`config.mk`:
```
export PLATFORM = sky130hd
export DESIGN_NAME = stt_cell_ctrl
export DESIGN_NICKNAME = d
export VERILOG_FILES = /design/src/rtl/stt_ctrl_pkg.sv /design/src/rtl/stt_phase_timer.sv /design/src/rtl/stt_line_driver.sv /design/src/rtl/stt_switch_watch.sv /design/src/rtl/stt_cell_ctrl.sv
export SDC_FILE = /design/constraint.sdc
export NUM_CORES = 1
export LEC_CHECK = 0
export BUFFER_PORTS_ARGS = -buffer_cell sky130_fd_sc_hd__buf_2
export CAP_MARGIN = 25
export CORE_MARGIN = 10
export CORE_UTILIZATION = 32
export CTS_BUF_LIST = sky130_fd_sc_hd__clkbuf_8 sky130_fd_sc_hd__clkbuf_16
export DETAILED_ROUTE_END_ITERATION = 6
export GPL_ROUTABILITY_DRIVEN = 0
export GPL_TIMING_DRIVEN = 0
export SLEW_MARGIN = 20
export SYNTH_ARGS = -nofsm -noshare
export SYNTH_HDL_FRONTEND = slang
export SYNTH_SLANG_ARGS = --single-unit
```
`constraint.sdc`:
```
create_clock -name clk -period 4.8 [get_ports clk]
set_clock_uncertainty 0.2 [all_clocks]
set_input_delay 0 -clock clk [delete_from_list [all_inputs] [get_ports clk]]
set_output_delay 0 -clock clk [all_outputs]
set_load 0.005 [all_outputs]
```
`src/rtl/stt_ctrl_pkg.sv`:
```
package stt_ctrl_pkg;

    typedef enum logic [2:0] {
        ST_IDLE    = 3'd0,
        ST_PULSE   = 3'd1,
        ST_GAP     = 3'd2,
        ST_SENSE   = 3'd3,
        ST_RECOVER = 3'd4
    } phase_e;

    typedef enum logic [1:0] {
        BL_GND  = 2'b00,
        BL_BIAS = 2'b01,
        BL_HIGH = 2'b10
    } bl_e;

    typedef enum logic [1:0] {
        RS_OK      = 2'b00,
        RS_TIMEOUT = 2'b01,
        RS_VERIFY  = 2'b10
    } resp_e;

    typedef struct packed {
        logic wl;
        bl_e  bl;
        logic sl;
    } line_t;

    localparam line_t LINES_DARK = '{wl: 1'b0, bl: BL_GND, sl: 1'b0};

    // Default phase lengths for a 1 GHz cell clock
    localparam int DEF_W0_LEN = 10;
    localparam int DEF_W1_LEN = 14;
    localparam int DEF_RD_LEN = 3;

    // Write polarity: bit 0 -> parallel (bit line high), bit 1 -> antiparallel (select line high)
    function automatic line_t write_bias(input logic bit_val);
        line_t l;
        l.wl = 1'b1;
        l.bl = bit_val ? BL_GND : BL_HIGH;
        l.sl = bit_val;
        return l;
    endfunction

endpackage

```
`src/rtl/stt_phase_timer.sv`:
```
module stt_phase_timer #(
    parameter int CNT_W = 8
) (
    input  logic             clk,
    input  logic             rst,
    input  logic             load,
    input  logic [CNT_W-1:0] len,
    output logic             last
);
    logic [CNT_W-1:0] cnt_q;

    always_ff @(posedge clk) begin
        if (rst) begin
            cnt_q <= '0;
        end else if (load) begin
            cnt_q <= (len == '0) ? '0 : len - 1'b1;
        end else if (cnt_q != '0) begin
            cnt_q <= cnt_q - 1'b1;
        end
    end

    assign last = (cnt_q == '0);
endmodule

```
`src/rtl/stt_line_driver.sv`:
```
module stt_line_driver
    import stt_ctrl_pkg::*;
(
    input  phase_e phase,
    input  logic   wbit,
    output line_t  lines
);
    always_comb begin
        unique case (phase)
            ST_PULSE: lines = write_bias(wbit);
            ST_SENSE: lines = '{wl: 1'b1, bl: BL_BIAS, sl: 1'b0};
            default:  lines = LINES_DARK;
        endcase
    end
endmodule

```
`src/rtl/stt_switch_watch.sv`:
```
module stt_switch_watch (
    input  logic clk,
    input  logic rst,
    input  logic clear,
    input  logic in_pulse,
    input  logic flip,
    output logic seen
);
    logic seen_q;
    logic hit;

    assign hit  = in_pulse & flip;
    assign seen = seen_q | hit;

    always_ff @(posedge clk) begin
        if (rst || clear) begin
            seen_q <= 1'b0;
        end else if (hit) begin
            seen_q <= 1'b1;
        end
    end
endmodule

```
`src/rtl/stt_cell_ctrl.sv`:
```
module stt_cell_ctrl
    import stt_ctrl_pkg::*;
#(
    parameter int ADDR_W = 8,
    parameter int CNT_W  = 8
) (
    input  logic              clk,
    input  logic              rst,
    input  logic              req_valid,
    input  logic              req_write,
    input  logic              req_wdata,
    input  logic              req_verify,
    input  logic [ADDR_W-1:0] req_addr,
    output logic              req_ready,
    input  logic [CNT_W-1:0]  cfg_w0_len,
    input  logic [CNT_W-1:0]  cfg_w1_len,
    input  logic [CNT_W-1:0]  cfg_rd_len,
    output logic              resp_valid,
    output logic [1:0]        resp_status,
    output logic              resp_rdata,
    output logic              cell_wl_en,
    output logic [ADDR_W-1:0] cell_addr,
    output logic [1:0]        cell_bl,
    output logic              cell_sl,
    input  logic              cell_sense,
    input  logic              cell_flip
);
    phase_e            phase_q, phase_d;
    logic              wbit_q, is_write_q, verify_q;
    logic [ADDR_W-1:0] addr_q;
    resp_e             status_q;
    logic              rdata_q;

    logic              accept;
    logic              tmr_load;
    logic [CNT_W-1:0]  tmr_len;
    logic              tmr_last;
    logic              flip_seen;
    line_t             lines;

    assign accept = req_valid && (phase_q == ST_IDLE);

    stt_phase_timer #(.CNT_W(CNT_W)) u_timer (
        .clk  (clk),
        .rst  (rst),
        .load (tmr_load),
        .len  (tmr_len),
        .last (tmr_last)
    );

    stt_switch_watch u_watch (
        .clk      (clk),
        .rst      (rst),
        .clear    (accept),
        .in_pulse (phase_q == ST_PULSE),
        .flip     (cell_flip),
        .seen     (flip_seen)
    );

    stt_line_driver u_lines (
        .phase (phase_q),
        .wbit  (wbit_q),
        .lines (lines)
    );

    always_comb begin
        phase_d  = phase_q;
        tmr_load = 1'b0;
        tmr_len  = cfg_rd_len;
        unique case (phase_q)
            ST_IDLE: begin
                if (accept) begin
                    tmr_load = 1'b1;
                    if (req_write) begin
                        phase_d = ST_PULSE;
                        tmr_len = req_wdata ? cfg_w1_len : cfg_w0_len;
                    end else begin
                        phase_d = ST_SENSE;
                    end
                end
            end
            ST_PULSE: begin
                if (tmr_last) begin
                    phase_d = (flip_seen && verify_q) ? ST_GAP : ST_RECOVER;
                end
            end
            ST_GAP: begin
                tmr_load = 1'b1;
                phase_d  = ST_SENSE;
            end
            ST_SENSE: begin
                if (tmr_last) phase_d = ST_RECOVER;
            end
            default: phase_d = ST_IDLE;
        endcase
    end

    always_ff @(posedge clk) begin
        if (rst) begin
            phase_q    <= ST_IDLE;
            wbit_q     <= 1'b0;
            is_write_q <= 1'b0;
            verify_q   <= 1'b0;
            addr_q     <= '0;
            status_q   <= RS_OK;
            rdata_q    <= 1'b0;
        end else begin
            phase_q <= phase_d;
            if (accept) begin
                wbit_q     <= req_wdata;
                is_write_q <= req_write;
                verify_q   <= req_verify;
                addr_q     <= req_addr;
                status_q   <= RS_OK;
            end
            if (phase_q == ST_PULSE && tmr_last && !flip_seen) begin
                status_q <= RS_TIMEOUT;
            end
            if (phase_q == ST_SENSE && tmr_last) begin
                rdata_q <= cell_sense;
                if (is_write_q && (cell_sense != wbit_q)) status_q <= RS_VERIFY;
            end
        end
    end

    assign req_ready   = (phase_q == ST_IDLE);
    assign resp_valid  = (phase_q == ST_RECOVER);
    assign resp_status = status_q;
    assign resp_rdata  = rdata_q;
    assign cell_wl_en  = lines.wl;
    assign cell_bl     = lines.bl;
    assign cell_sl     = lines.sl;
    assign cell_addr   = addr_q;
endmodule

```
==> results.yml <==
final_layout:
  diodes: 0
  nets: 350
  layout_common_cells: "57 x buf_2, 34 x nand2_1, 26 x dfxtp_1"
  drive_above_1_share: 0.235
  final_common_cell: "buf_2"
  area_growth_syn_to_layout_pct: 31.7
  final_cells: 377
clocking:
  cts_sinks: 26
  post_cts_resized: 0
  root_buffer: "clkbuf_8"
  clk_pin_slew_ns: 0.09
  clk_latency_ns: 0.27
  htreeDepth: 1
  clock_path_buffers: 2
  cts-buffers-inserted: 3
  cts_tree: "built"
sta:
  finalHoldViolations: 0
  rsz0062_at_grt: "no"
  tns_ns: 0
  period_needed_ns: 3.22
  slew_headroom: 0.567
  fmax_mhz: 310
  fin_crit_sh: 0.671
  slew_violations: 0
  worst_slack_ns: 1.58
  finalSetupViolCount: 0
  tightest_slew_ns: 0.646
yosys:
  ys_ff_latch: 26
  syn_avg_cell_area_um2: 7.53
  synthArstFlopShare: 0
  synth_warnings: 0
  synth_area_mm2: 0.00176
  synth_edf_count: 0
  ys_seq_area_frac: 0.295
  synth_nets: 276
  synth_cell_types: 52
  synthFlopType: "dfxtp_1"
  syn-instance-count: 234
worst_setup_path:
  crit_end: "u_timer.cnt_q[2]"
  r2r_setup_slack_ns: 1.58
  worstSetupStartpointType: "flip-flop"
  critPathLaunch: "phase_q[0]"
  crit_required_ns: 4.78
  worstRegToRegCells: 10
  r2r_end: "u_timer.cnt_q[2]"
  r2r-start: "phase_q[0]"
  crit_type: "reg2reg"
  cp.arrival_ns: 3.20
  worstPathMaxFanout: 10
  end_kind: "flip-flop"
global_route:
  grt_use_total: 0.123
  grt_max_degree: 15
  grt_pass1_vias: 1930
  grt_antenna_before_repair: 0
  grt_pass1_wl_um: 9160
  grt.overflow.total: 0
power_and_ir_drop:
  finalPower_uw: 981
  leakage_nw: 0.983
  powerDensity_mw_per_mm2: 423
  ir_drop_v: 0.000188
routing:
  wl_per_cell_um: 14.8
  via_per_inst: 5.19
  totalWireLength_um: 5580
  drt_iter0_drc: 127
  num_vias: 1955
  drtPass1Iterations: 4
  ant_nets: 0
  drc: 0
place:
  io_buffers: 55
  dp_hpwl_um: 4210
  place_ws_ns: 1.61
  post-place-cells: 359
die:
  row_count: 26
  core_area_mm2: 0.00524
  die-area_mm2: 0.00887
  fp.dieW_um: 94.2
  ioPinCount: 57
  die_h_um: 94.2
  initial_utilization: 0.336
worst_hold_path:
  holdCritPathClass: "in2reg"
status:
  outcome: "finished clean"
flow_run:
  drv_cap: 0
-- synthesized netlist by cell type (2+ instances only) --
cell type	count	share of area
clkbuf_1	8	0.017
a21boi_0	2	0.0085
nor3b_1	2	0.0085
nor4_1	3	0.011
mux2i_1	6	0.034
nor4b_1	3	0.015
a21oi_1	23	0.065
inv_1	7	0.015
or3_1	4	0.014
o211ai_1	5	0.021
or4_1	2	0.0085
o21ai_0	12	0.034
o21a_1	2	0.0085
a31oi_1	3	0.011
a211oi_1	2	0.0085
nor2b_1	2	0.0071
o211a_1	2	0.011
dfxtp_1	26	0.30
buf_2	2	0.0057
nand2_1	34	0.072
and3_1	2	0.0071
nor2_1	21	0.045
buf_6	2	0.013
nand3_1	5	0.014
ha_1	2	0.014
xnor2_1	8	0.040
xor2_1	3	0.015
nor3_1	17	0.048
-- repair_timing --
action                                 CTS  global route
setup buffers                            0             0
hold buffers                            14             0
endpoints found under the hold margin   19             0
-- logic make-up (layout without fill, tap and decap cells) --
family                     Yosys count  after routing  share of synthesized area
and+or+nand+nor                    104            104                      0.303
AOI/OAI and AO/OA                   64             64                      0.235
DFF                                 26             26                      0.295
buffers and inverters               19             92                     0.0504
xor gates and xnor gates            11             11                     0.0547
muxes                                8              8                     0.0469
adders and majority gates            2              2                     0.0142
-- where the power goes --
part           switching (mW)  internal [mW]
Sequential             0.0459          0.269
Combinational           0.294          0.228
Clock                  0.0705         0.0734
-- through the flow --
stage	cell area [µm²]	hold slack, ns	util
finish	2320	0.0177	0.443
global route	2320	0.0473	0.443
CTS	2320	0.00670	0.443
detailed placement	2120	0.0454	0.406
global placement	2120	0.0404	0.406
floorplan	1760	-0.0640	-
-- sequential cells by signal (all words and copies together), names as in the netlist --
register	count
u_timer.cnt_q	8
wbit_q	1
resp_status	2
resp_rdata	1
u_watch.seen_q	1
cell_addr	8
is_write_q	1
verify_q	1
phase_q	3
-- layout make-up --
type,count,area [µm²]
fillers,538,2920
multi-input cells,189,1150
flip-flops and latches,26,520
repair buffers,69,415
well taps,70,87.6
plain buffers,12,62.6
clock buffers,4,55.1
inverters,7,26.3
-- worst min path at each step --
stage,from,slack [ns],cells after the start,to
after global placement,req_addr[3],0.04,3,cell_addr[3]
after detailed placement,req_addr[3],0.05,3,cell_addr[3]
after floorplan,req_verify,-0.06,2,verify_q
after global routing,cfg_rd_len[5],0.05,5,u_timer.cnt_q[5]
final,cfg_rd_len[5],0.02,5,u_timer.cnt_q[5]
after CTS,cfg_rd_len[7],0.007,4,u_timer.cnt_q[7]
-- worst max-delay path: stages (launching register included) --
cell,delay [ns]
dfxtp_1,0.33
buf_6,0.14
nor4b_4,0.58
nand2_2,0.16
clkbuf_1,0.26
a21oi_1,0.28
ha_1,0.33
o21ai_0,0.15
o221a_2,0.36
a21boi_1,0.15
o21a_1,0.18
-- per-layer routing --
layer	vias to the layer above	track usage	wire length, µm
met1	907	0.160	2530
li1	992	-	-
met2	54	0.201	2680
met5	-	0	0
met4	0	0.0114	6
met3	2	0.0360	356
No activity file was read; power rests on OpenSTA's default activity.
